`src/rtl/sdram_burst_pkg.sv`:
```
package sdram_burst_pkg;

    localparam int COL_W = 10;
    localparam int LEN_W = 3;
    localparam int MAX_FIXED_CODE = 3;
    localparam int PAGE_CODE = 4;

    typedef logic [COL_W-1:0] col_t;
    typedef logic [LEN_W-1:0] len_code_t;

    typedef enum logic {
        ORD_SEQ = 1'b0,
        ORD_ILV = 1'b1
    } order_e;

    typedef struct packed {
        col_t   base;
        col_t   mask;
        order_e order;
        logic   page;
    } burst_cfg_t;

    function automatic logic code_legal(len_code_t code, logic ilv);
        return (int'(code) <= MAX_FIXED_CODE) || ((int'(code) == PAGE_CODE) && !ilv);
    endfunction

    function automatic col_t code_mask(len_code_t code);
        col_t m;
        if (int'(code) == PAGE_CODE) begin
            m = '1;
        end else begin
            m = col_t'((1 << code) - 1);
        end
        return m;
    endfunction

endpackage

```
`src/rtl/burst_ctrl.sv`:
```
module burst_ctrl
    import sdram_burst_pkg::*;
(
    input  logic       clk,
    input  logic       rst,
    input  logic       start_i,
    input  col_t       start_col_i,
    input  len_code_t  len_i,
    input  logic       ord_i,
    input  logic       term_i,
    output burst_cfg_t cfg_o,
    output col_t       beat_o,
    output logic       active_o,
    output logic       last_o,
    output logic       err_o
);

    burst_cfg_t cfg_q;
    col_t       beat_q;
    logic       active_q;
    logic       err_q;
    logic       legal;
    logic       last;

    assign legal = code_legal(len_i, ord_i);
    assign last  = active_q && !cfg_q.page && (beat_q == cfg_q.mask);

    always_ff @(posedge clk) begin
        if (rst) begin
            cfg_q    <= '0;
            beat_q   <= '0;
            active_q <= 1'b0;
            err_q    <= 1'b0;
        end else begin
            err_q <= 1'b0;
            if (start_i && legal) begin
                cfg_q.base  <= start_col_i;
                cfg_q.mask  <= code_mask(len_i);
                cfg_q.order <= order_e'(ord_i);
                cfg_q.page  <= (int'(len_i) == PAGE_CODE);
                beat_q      <= '0;
                active_q    <= 1'b1;
            end else begin
                if (start_i) begin
                    err_q <= 1'b1;
                end
                if (term_i) begin
                    active_q <= 1'b0;
                end else if (active_q) begin
                    if (last) begin
                        active_q <= 1'b0;
                    end else begin
                        beat_q <= beat_q + 1'b1;
                    end
                end
            end
        end
    end

    assign cfg_o    = cfg_q;
    assign beat_o   = beat_q;
    assign active_o = active_q;
    assign last_o   = last;
    assign err_o    = err_q;

    assert_start_R2: assert property (@(posedge clk) disable iff (rst)
        (start_i && code_legal(len_i, ord_i)) |=>
        (active_q && beat_q == '0 && cfg_q.base == $past(start_col_i)));

    assert_advance_R5: assert property (@(posedge clk) disable iff (rst)
        (active_q && !last && !start_i && !term_i) |=>
        (active_q && beat_q == $past(beat_q) + 1'b1));

    assert_end_R5: assert property (@(posedge clk) disable iff (rst)
        (last && !start_i && !term_i) |=> !active_q);

    assert_term_R7: assert property (@(posedge clk) disable iff (rst)
        (term_i && !start_i) |=> !active_q);

    assert_reject_R9: assert property (@(posedge clk) disable iff (rst)
        (start_i && !code_legal(len_i, ord_i)) |=> (err_q && $stable(cfg_q)));

    assert_err_cause_R9: assert property (@(posedge clk) disable iff (rst)
        err_q |-> $past(start_i));

endmodule

```
`src/rtl/col_gen.sv`:
```
module col_gen
    import sdram_burst_pkg::*;
(
    input  burst_cfg_t cfg_i,
    input  col_t       beat_i,
    output col_t       col_o
);

    col_t offset;

    always_comb begin
        if (cfg_i.order == ORD_SEQ) begin
            offset = cfg_i.base + beat_i;
        end else begin
            offset = cfg_i.base ^ beat_i;
        end
        col_o = (cfg_i.base & ~cfg_i.mask) | (offset & cfg_i.mask);
    end

endmodule

```
`src/rtl/sdram_burst_seq.sv`:
```
module sdram_burst_seq
    import sdram_burst_pkg::*;
(
    input  logic             clk,
    input  logic             rst,
    input  logic             start_i,
    input  logic [COL_W-1:0] start_col_i,
    input  logic [LEN_W-1:0] len_i,
    input  logic             ord_i,
    input  logic             term_i,
    output logic [COL_W-1:0] col_o,
    output logic             valid_o,
    output logic             last_o,
    output logic             err_o
);

    burst_cfg_t cfg;
    col_t       beat;
    col_t       col;

    burst_ctrl u_ctrl (
        .clk        (clk),
        .rst        (rst),
        .start_i    (start_i),
        .start_col_i(start_col_i),
        .len_i      (len_i),
        .ord_i      (ord_i),
        .term_i     (term_i),
        .cfg_o      (cfg),
        .beat_o     (beat),
        .active_o   (valid_o),
        .last_o     (last_o),
        .err_o      (err_o)
    );

    col_gen u_col (
        .cfg_i (cfg),
        .beat_i(beat),
        .col_o (col)
    );

    assign col_o = col;

    assert_last_valid_R5: assert property (@(posedge clk) disable iff (rst)
        last_o |-> valid_o);

    assert_page_step_R6: assert property (@(posedge clk) disable iff (rst)
        (valid_o && cfg.page && !start_i && !term_i) |=>
        (valid_o && !last_o && col_o == $past(col_o) + 1'b1));

endmodule

```
`config.mk`:
```
export PLATFORM = sky130hd
export DESIGN_NAME = sdram_burst_seq
export DESIGN_NICKNAME = d
export VERILOG_FILES = /design/src/rtl/sdram_burst_pkg.sv /design/src/rtl/burst_ctrl.sv /design/src/rtl/col_gen.sv /design/src/rtl/sdram_burst_seq.sv
export SDC_FILE = /design/constraint.sdc
export NUM_CORES = 1
export LEC_CHECK = 0
export CAP_MARGIN = 40
export CORE_MARGIN = 3
export CORE_UTILIZATION = 52
export CTS_CLUSTER_DIAMETER = 60
export DETAILED_ROUTE_END_ITERATION = 8
export HOLD_SLACK_MARGIN = 0.08
export PLACE_DENSITY = 0.85
export SETUP_SLACK_MARGIN = 0.05
export SYNTH_ARGS = -nofsm -noshare
export SYNTH_HDL_FRONTEND = slang
export SYNTH_SLANG_ARGS = --single-unit
export TNS_END_PERCENT = 5
```
`constraint.sdc`:
```
create_clock -name clk -period 3.71 [get_ports clk]
set_input_delay 0.742 -clock clk [delete_from_list [all_inputs] [get_ports clk]]
set_output_delay 0.742 -clock clk [all_outputs]
set_load 0.02 [all_outputs]
```
; ---- Word level (Yosys, flattened, before mapping)
; Cells that the tools add are included.
; Widths: inputs -> output; s select.
[op_classes]
n_addsub = 3
n_mul = 0
div_mod_pow = 0
magnitude_cmp = 1
eq_ne = 2
shifts = 1
mux = 7
n_bitwise = 7
reduce_logical = 9
[op_table]
columns = operator, count
row1 = $and 10x10->10, 2
row2 = $mux 10, 2
row3 = $add 10x1->10 const B, 1
row4 = $add 10x10->10, 1
row5 = $eq 10x10->1, 1
row6 = $not 10->10, 1
row7 = $or 10x10->10, 1
row8 = $shl 1x3->10 const A, 1
row9 = $sub 10x2->10 const B, 1
row10 = $xor 10x10->10, 1
row11 = $mux 1, 5
row12 = $logic_and 1x1->1, 4
row13 = $eq 3x3->1 const B, 1
row14 = $le 3x2->1 const B, 1
row15 = $reduce_and 3->1, 1
row16 = $logic_not 1->1, 2
row17 = $not 1->1, 2
row18 = $reduce_or 2->1, 1
row19 = $logic_or 1x1->1, 1
[totals]
register_bits = 34
latchBits = 0
mem_bits_rw = 0
rom_bits = 0
in_bits = 18
output_inout_bits = 13
wordCells = 37
n_memories = 0

; ---- Longest topological paths before layout
[logic_depth]
depth_word = 7
ltp_mapped = 8
mapped_depth_nobuf = 7

; ---- Modules after synthesis
; A second synthesis with hierarchy kept.
[hier_totals]
hier_cells = 253
hier_area_um2 = 2026.9
[modules_own_cells]
columns = module, n_inst, cells_each, area_per_inst_um2, seq_area_each_um2
row1 = burst_ctrl, 1, 169, 1423.9, 680.7
row2 = col_gen, 1, 84, 603.1, 0.0

; ---- Worst setup path before layout
; OpenSTA, ideal clock, no wires.
[synth_path]
path_type = register -> output
start = register u_ctrl.beat_q[0], in the netlist u_ctrl.beat_o[0]
end = output col_o[8]
t_arrival_ns = 2.349
t_required_ns = 2.968
slack_ns = 0.619
stages_incl_launch_ff = 8
n_path_buf = 0
path_cell_list = dfxtp_1 > ha_1 > fa_1 > a21o_1 > a211o_1 > a2111oi_1 > o31ai_1 > a31oi_1
[synth_via]
elab_chain_len = 4
[synth_rtl]
columns = item, line_no
row1 = "start, declared", burst_ctrl.sv:19  ; col_t beat_q;
row2 = "start signal, assigned", burst_ctrl.sv:53  ; beat_q <= beat_q + 1'b1;
row3 = $add 10x10->10, col_gen.sv:13  ; offset = cfg_i.base + beat_i;
row4 = $mux 10, col_gen.sv:12  ; if (cfg_i.order == ORD_SEQ) begin
row5 = $and 10x10->10, col_gen.sv:17  ; col_o = (cfg_i.base & ~cfg_i.mask) | (offset & cfg_i.mask);
row6 = $or 10x10->10, col_gen.sv:17
row7 = "end, declared", sdram_burst_seq.sv:11  ; output logic [COL_W-1:0] col_o,
; No other way between the ends.

; ---- Final worst setup path
[layout_path]
start = register u_ctrl.cfg_q (netlist bit u_ctrl.cfg_o[12])
end = output col_o[8]
[layout_via]
elab_chain_len = 4
[layout_rtl]
columns = item, line_no
row1 = "start, declared", burst_ctrl.sv:18  ; burst_cfg_t cfg_q;
row2 = $add 10x10->10, col_gen.sv:13
row3 = $mux 10, col_gen.sv:12
row4 = $and 10x10->10, col_gen.sv:17
row5 = $or 10x10->10, col_gen.sv:17
; No other way between the ends.

==> impl_results.md <==
- Final Critical Period: 3500 ps
- Worst Setup EP: col_o[8]
- EDFF count, synth: 0
- First-pass GRT wire length: 8000 um
- Post-synth top area share: ~33%
- Remaining DRCs: 0
- Top FF cell, synth: dfxtp_1
- P_int: a little under 0.6 mW
- Crit Path Max Fanout: 3
- IO Count: 31
- CP required: ~3000 ps
- Cell variety after synth: between 40 and 50
- Largest net degree at the start of global routing: 30
- Slowest-stage cell, CP: fa_1
- CTS tree: built
- Worst r2r path cells: 6
- Tot Pwr: slightly above 0.8 mW
- Mapped Area: between 2000 and 2500 sq um
- CTS Sinks: 34
- Vias per cell: around 6
- Pwr dens: roughly 330 nW/um^2
- Hold WS: ~470 ps
- Post-route clock skew: about 2.6 ps
- Die Area: ~4700 sq um
- TritonRoute pass-1 iters: 4
- Vias in the first global route: approximately 1800
- Kind of critical path: flop to output pin
- Worst VDD drop: between 0.0002 and 0.0003 V
- First-iteration detailed-routing DRC count: 139
- # setup viols final: 0
- Min-Delay Path Class: flop to flop
- Hold_buf cts: 0
- Avg WL per Cell: 14.3 um
- Root buf cell: clkbuf_8
- Area of the core: approximately 3700 sq um
- Crit path from: u_ctrl.cfg_o[12]
- Sequential-to-total area share from yosys stat: between 30% and 40%
- Aggregate global routing overflow: 0
- Slew Limit Headroom: 61.0%
- Reg2reg start: u_ctrl.beat_o[7]
- CTS Buf Count: 5
- Leakage: 1.04 nW
- Synth area leader: dfxtp_1
- Sw frac: approximately 28%
- GPL Wtd Cong: ~0.85
- Commonest non-fill, non-tap cell in the layout: dfxtp_1
- CTS max path bufs: 2
- Postcts setup bufs: 0
- DP Wirelength: approximately 3600 um
- Die width: between 60 and 70 um
- Clock transition at path regs: 70 ps
- Outcome: finished clean
- Hold Violations, Final: 0
- Clock share of power: between 30% and 40%
- R2r setup slk: roughly 1900 ps
- Ratio of cells with drive above 1 in the final layout: roughly 6.6%
- Logic pwr share: 17.0%
- Crit-path max cell delay: between 300 and 400 ps
- Crit share post-route: a little over nine tenths
- Die H: 68.8 um
- Reg power frac: roughly 48%
- RR Endpoint: u_ctrl.beat_o[8]
- Worst-Skew Late Latency: 290 ps
- # port buffers: 30
- Area contributors post-synth: dfxtp_1 (33%), a21oi_1 (7.8%), ha_1 (6.7%), nand2_1 (6.0%), nor2_1 (4.9%)
- CP Cell Sequence: ha_1, fa_1, a21o_1, a211o_1, a2111oi_2, o31ai_1, a31oi_1, dlygate4sd2_1
- Post-synthesis net count: 288
- Layout Nets: ~320
- Worst slew pin tran: 584 ps
- Initial antenna violation count: 0
- Pins Over Slew Limit: 0
- Fmax: about 290 MHz
- Worst EP arrival: ~2800 ps
- GR Util All Layers: 22.9%
- DR vias: 2027
- Asr flop ratio synth: 0%
- FP Rows: 22
- Area Growth Syn to Fin: 21.7%
- NetSw: about 0.23 mW
- Startpoint Class: flop
- CP endpoint kind: output pin
- Ant. Diodes: 0
- # H-tree levels: 2
- Commonest non-fill, non-tap cells in the layout: dfxtp_1 (34), nand2_1 (33), a21oi_1 (32), clkdlybuf4s50_1 (28), nor2_1 (27)
- Yosys warns: 0
- Unrepaired setup endpoints after global routing: yes
- Syn Area/Cell: slightly below 8 sq um
- Final ANT Viol Nets: 0
- Flops & latches, synth: 34
- Initial Utilization: between 50% and 60%
- Sum Neg Setup Slack: 0 ps
- Total of max-cap violations: 0
- Util after Layout: between 60% and 70%
- WL final: between 4000 and 5000 um
- Cell count after synthesis: approximately 260
-- per-stage QoR --
| step | area, sq um | setup WS, ps | std cells |
|---|---|---|---|
| after CTS | 2490 | 117 | 338 |
| after global routing | 2490 | 24.8 | 338 |
| after global placement | 2390 | 161 | 330 |
| after detailed placement | 2390 | 159 | 330 |
| final | 2490 | 211 | 338 |
| after floorplan | 2050 | 619 | 258 |
-- flip-flops by register name (all words and copies together), names as in the netlist --
name / count
u_ctrl.cfg_o: 22
u_ctrl.beat_o: 10
u_ctrl.active_o: 1
u_ctrl.err_o: 1
-- worst min-delay path by stage --
stage | to | cells after the start | from
finish | u_ctrl.cfg_o[21] | 2 | u_ctrl.cfg_o[21]
detailed placement | u_ctrl.cfg_o[21] | 2 | u_ctrl.cfg_o[21]
global placement | u_ctrl.cfg_o[21] | 2 | u_ctrl.cfg_o[21]
global route | u_ctrl.cfg_o[12] | 2 | u_ctrl.cfg_o[12]
CTS | u_ctrl.cfg_o[21] | 2 | u_ctrl.cfg_o[21]
floorplan | u_ctrl.cfg_o[0] | 2 | u_ctrl.cfg_o[0]
-- critical path, delay by kind of cell, from the launching register on --
family | cells | cell delay, ps
AOI/OAI and AO/OA | 5 | 1180
adders and majority gates | 2 | 620
buffers and inverters | 1 | 350
DFF | 1 | 320
-- power by group through the flow --
| stage | clock, mW | sequential, mW | combinational [mW] |
|---|---|---|---|
| 2_1_floorplan | 0 | 0.401 | 0.0827 |
| 3_3_place_gp | 0 | 0.405 | 0.138 |
| 3_5_place_dp | 0 | 0.406 | 0.141 |
| 4_1_cts | 0.290 | 0.398 | 0.141 |
| 5_1_grt | 0.308 | 0.400 | 0.155 |
| 6_report | 0.287 | 0.398 | 0.140 |
-- area by class of cell --
cell class	count	area, sq um
clock buffer	6	82.6
clock inverter	2	12.5
fill	337	1250
inverter	6	22.5
multi-input combinational	208	1300
sequential	34	681
tap	48	60.1
timing repair buffer	34	332
-- cells by family (layout without fill, tap and decap cells) --
kind of cell               after synthesis  after routing  share of synthesized area (%)
AOI/OAI and AO/OA                       72             72                           21.9
xor gates and xnor gates                15             15                           6.41
adders and majority gates               12             12                           7.69
buffers and inverters                   16             48                           3.42
DFF                                     34             34                           33.2
muxes                                    4              4                           2.01
and+or+nand+nor                        105            105                           25.3
-- synth_stat cells (all sizes together), types with 6 or more instances --
cell     n
dfxtp   34
nand2   33
a21oi   32
nor2    27
ha      11
xor2    10
or3      9
o21ai    8
clkbuf   6
inv      6
nand3    6
-- per-layer routing --
| metal | track usage (%) | up-vias | routed length [um] |
|---|---|---|---|
| li1 | - | 1000 | - |
| met1 | 28.7 | 939 | 2130 |
| met2 | 36.8 | 72 | 2290 |
| met3 | 6.81 | 16 | 297 |
| met4 | 8.52 | 0 | 100 |
| met5 | 0 | - | 0 |
-- timing repair --
action,in CTS,in global routing
gates resized for setup,2,2
setup endpoints to repair,1,3
hold endpoints to repair,0,0
Power figures use the tool's default switching activity.
